**config.mk**
```make
export PLATFORM = sky130hd
export DESIGN_NAME = alarm_cmp_top
export DESIGN_NICKNAME = d
export VERILOG_FILES = /design/src/rtl/alarm_cmp_pkg.sv /design/src/rtl/alarm_cmp_regs.sv /design/src/rtl/alarm_cmp_match.sv /design/src/rtl/alarm_cmp_status.sv /design/src/rtl/alarm_cmp_top.sv
export SDC_FILE = /design/constraint.sdc
export NUM_CORES = 1
export LEC_CHECK = 0
export BUFFER_PORTS_ARGS = -buffer_cell sky130_fd_sc_hd__buf_2
export CAP_MARGIN = 20
export CORE_MARGIN = 2
export CORE_UTILIZATION = 54
export DETAILED_ROUTE_END_ITERATION = 16
export GPL_TIMING_DRIVEN = 0
export PLACE_DENSITY = 0.89
export SLEW_MARGIN = 40
export SYNTH_ARGS = -nofsm -noshare
export SYNTH_HDL_FRONTEND = slang
export SYNTH_SLANG_ARGS = --single-unit
```
**constraint.sdc**
```tcl
create_clock -name clk -period 1.69 [get_ports clk]
set_clock_uncertainty 0.15 [all_clocks]
set_input_delay 0.169 -clock clk [delete_from_list [all_inputs] [get_ports clk]]
set_output_delay 0.169 -clock clk [all_outputs]
set_load 0.1 [all_outputs]
```
**src/rtl/alarm_cmp_pkg.sv**
```systemverilog
package alarm_cmp_pkg;
   localparam int unsigned BCD_DIGIT_W = 4;

   typedef enum logic [1:0] {
      SEL_ALARM  = 2'd0,
      SEL_ENABLE = 2'd1,
      SEL_STATUS = 2'd2,
      SEL_NONE   = 2'd3
   } reg_sel_e;
endpackage

```
**src/rtl/alarm_cmp_regs.sv**
```systemverilog
module alarm_cmp_regs #(
   parameter int unsigned NUM_FIELDS = 6,
   parameter int unsigned FIELD_W    = 8
) (
   input  logic                            clk,
   input  logic                            rst_n,
   input  logic [NUM_FIELDS-1:0]           field_we,
   input  logic                            en_we,
   input  logic [FIELD_W-1:0]              wr_data,
   output logic [NUM_FIELDS*FIELD_W-1:0]   alarm_flat,
   output logic                            irq_en
);
   genvar gi;
   generate
      for (gi = 0; gi < NUM_FIELDS; gi++) begin : g_field
         logic [FIELD_W-1:0] field_q;
         always_ff @(posedge clk or negedge rst_n) begin
            if (!rst_n)            field_q <= '0;
            else if (field_we[gi]) field_q <= wr_data;
         end
         assign alarm_flat[gi*FIELD_W +: FIELD_W] = field_q;
      end
   endgenerate

   always_ff @(posedge clk or negedge rst_n) begin
      if (!rst_n)     irq_en <= 1'b0;
      else if (en_we) irq_en <= wr_data[0];
   end
endmodule

```
**src/rtl/alarm_cmp_match.sv**
```systemverilog
module alarm_cmp_match #(
   parameter int unsigned NUM_FIELDS = 6,
   parameter int unsigned FIELD_W    = 8
) (
   input  logic [NUM_FIELDS*FIELD_W-1:0] alarm_flat,
   input  logic [NUM_FIELDS*FIELD_W-1:0] cal_flat,
   output logic                          all_eq
);
   logic [NUM_FIELDS-1:0] field_eq;

   genvar gi;
   generate
      for (gi = 0; gi < NUM_FIELDS; gi++) begin : g_cmp
         assign field_eq[gi] =
            (alarm_flat[gi*FIELD_W +: FIELD_W] == cal_flat[gi*FIELD_W +: FIELD_W]);
      end
   endgenerate

   assign all_eq = &field_eq;
endmodule

```
**src/rtl/alarm_cmp_status.sv**
```systemverilog
module alarm_cmp_status (
   input  logic clk,
   input  logic rst_n,
   input  logic set_ev,
   input  logic clr_ev,
   input  logic irq_en,
   output logic flag,
   output logic irq_n
);
   always_ff @(posedge clk or negedge rst_n) begin
      if (!rst_n)      flag <= 1'b0;
      else if (set_ev) flag <= 1'b1;
      else if (clr_ev) flag <= 1'b0;
   end

   assign irq_n = ~(flag & irq_en);
endmodule

```
**src/rtl/alarm_cmp_top.sv**
```systemverilog
module alarm_cmp_top #(
   parameter int unsigned NUM_FIELDS = 6,
   parameter int unsigned FIELD_W    = 8,
   parameter int unsigned ADDR_W     = 4
) (
   input  logic                          clk,
   input  logic                          rst_n,
   input  logic                          sec_tick,
   input  logic [NUM_FIELDS*FIELD_W-1:0] cal_time,
   input  logic                          wr_en,
   input  logic [ADDR_W-1:0]             addr,
   input  logic [FIELD_W-1:0]            wr_data,
   output logic [FIELD_W-1:0]            rd_data,
   output logic                          irq_n
);
   import alarm_cmp_pkg::*;

   localparam int unsigned EN_ADDR   = NUM_FIELDS;
   localparam int unsigned STAT_ADDR = NUM_FIELDS + 1;
   localparam int unsigned NUM_REGS  = NUM_FIELDS + 2;

   initial begin
      if (NUM_FIELDS < 1)
         $error("alarm_cmp_top: NUM_FIELDS must be at least 1");
      if ((FIELD_W % BCD_DIGIT_W) != 0)
         $error("alarm_cmp_top: FIELD_W must hold whole BCD digits");
      if ((2 ** ADDR_W) < NUM_REGS)
         $error("alarm_cmp_top: ADDR_W too small for the register set");
   end

   reg_sel_e                    sel;
   logic [NUM_FIELDS-1:0]       field_we;
   logic                        en_we;
   logic                        clr_req;
   logic                        hit;
   logic                        alarm_flag;
   logic                        irq_en;
   logic [NUM_FIELDS*FIELD_W-1:0] alarm_flat;

   always_comb begin
      if (addr < ADDR_W'(NUM_FIELDS))        sel = SEL_ALARM;
      else if (addr == ADDR_W'(EN_ADDR))     sel = SEL_ENABLE;
      else if (addr == ADDR_W'(STAT_ADDR))   sel = SEL_STATUS;
      else                                   sel = SEL_NONE;
   end

   always_comb begin
      for (int i = 0; i < NUM_FIELDS; i++)
         field_we[i] = wr_en && (sel == SEL_ALARM) && (addr == ADDR_W'(i));
   end

   assign en_we   = wr_en && (sel == SEL_ENABLE);
   assign clr_req = wr_en && (sel == SEL_STATUS) && wr_data[0];

   alarm_cmp_regs #(.NUM_FIELDS(NUM_FIELDS), .FIELD_W(FIELD_W)) u_regs (
      .clk        (clk),
      .rst_n      (rst_n),
      .field_we   (field_we),
      .en_we      (en_we),
      .wr_data    (wr_data),
      .alarm_flat (alarm_flat),
      .irq_en     (irq_en)
   );

   alarm_cmp_match #(.NUM_FIELDS(NUM_FIELDS), .FIELD_W(FIELD_W)) u_match (
      .alarm_flat (alarm_flat),
      .cal_flat   (cal_time),
      .all_eq     (hit)
   );

   alarm_cmp_status u_status (
      .clk    (clk),
      .rst_n  (rst_n),
      .set_ev (sec_tick & hit),
      .clr_ev (clr_req),
      .irq_en (irq_en),
      .flag   (alarm_flag),
      .irq_n  (irq_n)
   );

   always_comb begin
      rd_data = '0;
      unique case (sel)
         SEL_ALARM: begin
            for (int i = 0; i < NUM_FIELDS; i++)
               if (addr == ADDR_W'(i)) rd_data = alarm_flat[i*FIELD_W +: FIELD_W];
         end
         SEL_ENABLE: rd_data = FIELD_W'(irq_en);
         SEL_STATUS: rd_data = FIELD_W'(alarm_flag);
         default:    rd_data = '0;
      endcase
   end
endmodule

```
==> flow_summary.ini <==
[global_route]
grt_max_degree = 51
grt_remaining_overflow = 0
grt_pass1_vias = 2556
met3_usage = 0.0523
antenna_found_initial = 0
busiest_layer = met2
grt_pass1_wl_um = 13000
grt_usage = 0.283
grt.met1_usage = 0.355
grtUsageMet2 = 0.491

[sta]
rsz0062_at_grt = yes
slew_headroom = 0.559
worst_slew_pin_slew_ns = 0.662
setup_viol = 5
period_minus_slack_ns = 1.98
hold_ws_ns = 0.0173
drv_slew = 0
fin_crit_sh = 1.17
max_freq_mhz = 505
hold_viol = 0
finalWorstSetupSlack_ns = -0.289

[cts]
cts_tree = done
clk-insertion-delay-late_ns = 0.30
clock-sinks = 50
cts_max_level = 2
max-clock-path-buffers = 2
numCtsBuffers = 5
cts_root_buffer = clkbuf_8
cts.clk_slew.worst_paths_ns = 0.09

[floorplan]
dieArea_um2 = 6060
io_pins = 73
start_util = 0.569
core_um2 = 5170
fp-row-count = 26
die_w_um = 77.8
die_y_um = 77.8

[detailed_routing]
drt-total-wl_um = 8380
routed-via-count = 2340
vias_per_cell = 5.86
routedWlPerCell_um = 21.0
drt-initial-drc-count = 270
drcViolationCount = 0
first_pass_iters = 4
ant_nets = 0

[power_and_ir_drop]
power_density_nw_per_um2 = 1000
internal_power_mw = 2.51
total_power_mw = 3.87
seqPwrFrac = 0.449
power_switching_mw = 1.36
switching_share = 0.351
ir_worst_vdd_v = 0.000629
clockPowerShare = 0.182
pwr-share-comb = 0.369
total_leakage_power_nw = 1.72

[setup_path]
max_stage_delay_ns = 0.52
critical_path_arrival_ns = 1.66
critPathBufInv = 1
reg2reg_to = u_status.flag
cp_max_fo = 3
regToRegSetupSlack_ns = -0.23
worst_setup_path_end_kind = output port
path_class = reg -> out
crit_chain = mux4_2, mux2i_4, nor2_4, buf_12
crit_path_top_delay_cell = mux4_2
start_kind = register
worst_r2r_path_depth = 5
critical-path-top-delay-family = multiplexers
rr_startpoint = u_regs.g_field[3].field_q[4]
cp.required_ns = 1.37

[place]
dp_hpwl_um = 5780
globalplace.congestion = 0.850
port_buffers = 70

[synth]
syn_area_um2 = 2940
yosysWarnings = 0
ys_ff_latch = 50
synth_nets = 308
ys_types = 35
synthCells = 244
synth.avg_cell_area_um2 = 12.1
synth_sequential_area_ratio = 0.425

[cells_and_area]
final_common_cell = buf_2
fillers = 322
drive_above_1_share = 0.495
nets = 394
final_cell_mix = buf_2, dfrtp_1, mux2_2
syn_to_final_growth_pct = 31.0
antenna_cells = 0

[hold_path]
hp-start = wr_data[4]
holdCritPathClass = in -> reg
min_to = u_regs.g_field[1].field_q[4]
hold_depth = 3

[run]
cap_violations = 0

[outcome]
failed_checks = setup timing
outcome = complete, but fails checks
-- metal layers --
layer | routed length, um | share of wire | up-vias
met2 | 4170 | 0.50 | 127
met4 | 130 | 0.016 | 0
met1 | 3420 | 0.41 | 1147
li1 | - | - | 1055
met5 | 0 | 0 | -
met3 | 660 | 0.079 | 11
-- power by group through the flow --
stage / combinational, mW / clock (mW) / sequential (mW)
2_1_floorplan: 0.913 / 0 / 1.68
3_3_place_gp: 1.14 / 0 / 1.74
3_5_place_dp: 1.19 / 0 / 1.77
4_1_cts: 1.36 / 0.702 / 1.73
5_1_grt: 1.51 / 0.750 / 1.77
6_report: 1.43 / 0.706 / 1.74
-- worst max path at each step --
stage | start | to | cells past startpoint
4_1_cts | u_regs.g_field[3].field_q[0] | rd_data[0] | 4
2_1_floorplan | addr[0] | rd_data[1] | 5
3_3_place_gp | addr[2] | rd_data[7] | 8
6_report | u_regs.g_field[3].field_q[0] | rd_data[0] | 4
3_5_place_dp | addr[2] | rd_data[3] | 7
5_1_grt | u_regs.g_field[3].field_q[0] | rd_data[0] | 4
-- area by class of cell --
cell class,count,area (um2),share of cell area
inverters,5,18.8,0.00487
plain buffers,10,108,0.0279
repair buffers,79,552,0.143
well taps,70,87.6,0.0227
clock buffers,6,82.6,0.0214
multi-input cells,179,1750,0.455
flip-flops and latches,50,1250,0.325
-- what timing repair did --
action                     4_1_cts  5_1_grt
hold buffers                     2        0
gates resized for setup         53       10
setup endpoints to repair        9       10
hold endpoints to repair        51        0
buffers inserted                 3        4
pin swaps                        5        9
-- cell usage after synthesis (all sizes together) --
library cell	count	share of area
nand2	9	0.012
mux2i	17	0.058
nand4	7	0.015
nor3	1	0.0017
a32o	2	0.0068
o22ai	1	0.0021
nor3b	1	0.0026
o22a	4	0.012
a21oi	1	0.0017
a2111o	1	0.0038
or3	1	0.0021
nor2	3	0.010
or3b	2	0.0060
xnor2	18	0.054
and2	1	0.0021
mux2	46	0.19
and3	1	0.0038
dfrtp	50	0.43
o21ai	16	0.027
buf	10	0.023
inv	5	0.0064
xor2	28	0.083
nor4	8	0.017
nand3	1	0.0017
o311ai	2	0.0060
nor2b	1	0.0021
mux4	2	0.015
o221ai	1	0.0030
nand3b	4	0.010
-- stage by stage --
stage               utilization  setup slack [ns]  instances  instance area (um2)   TNS, ns
floorplan                     -          -0.00107        244                 3040  -0.00535
global placement          0.673            -0.365        384                 3480     -5.02
detailed placement        0.674            -0.370        384                 3480     -5.72
CTS                       0.733            -0.284        395                 3790    -0.768
global route              0.745            -0.318        399                 3850     -1.08
finish                    0.745            -0.289        399                 3850    -0.840
-- worst reg2reg max path: stages (launching register included) --
cell,delay (ns)
dfrtp_1,0.42
xor2_1,0.21
nor4_2,0.37
nand4_1,0.19
a2111o_1,0.37
o21ai_1,0.14
-- registers in the layout (all words and copies together), names as in the netlist --
register and cells:
u_regs.g_field.field_q 48, u_regs.irq_en 1, u_status.flag 1
-- kinds of logic (layout without fill, tap and decap cells) --
logic type / after synthesis / after routing / synth area share
xor+xnor: 46 / 46 / 0.137
flops: 50 / 50 / 0.425
compound gates: 28 / 28 / 0.0625
simple gates: 40 / 40 / 0.0867
mux: 65 / 65 / 0.259
buf+inv: 15 / 100 / 0.0293
(Power assumes the default switching activity.)
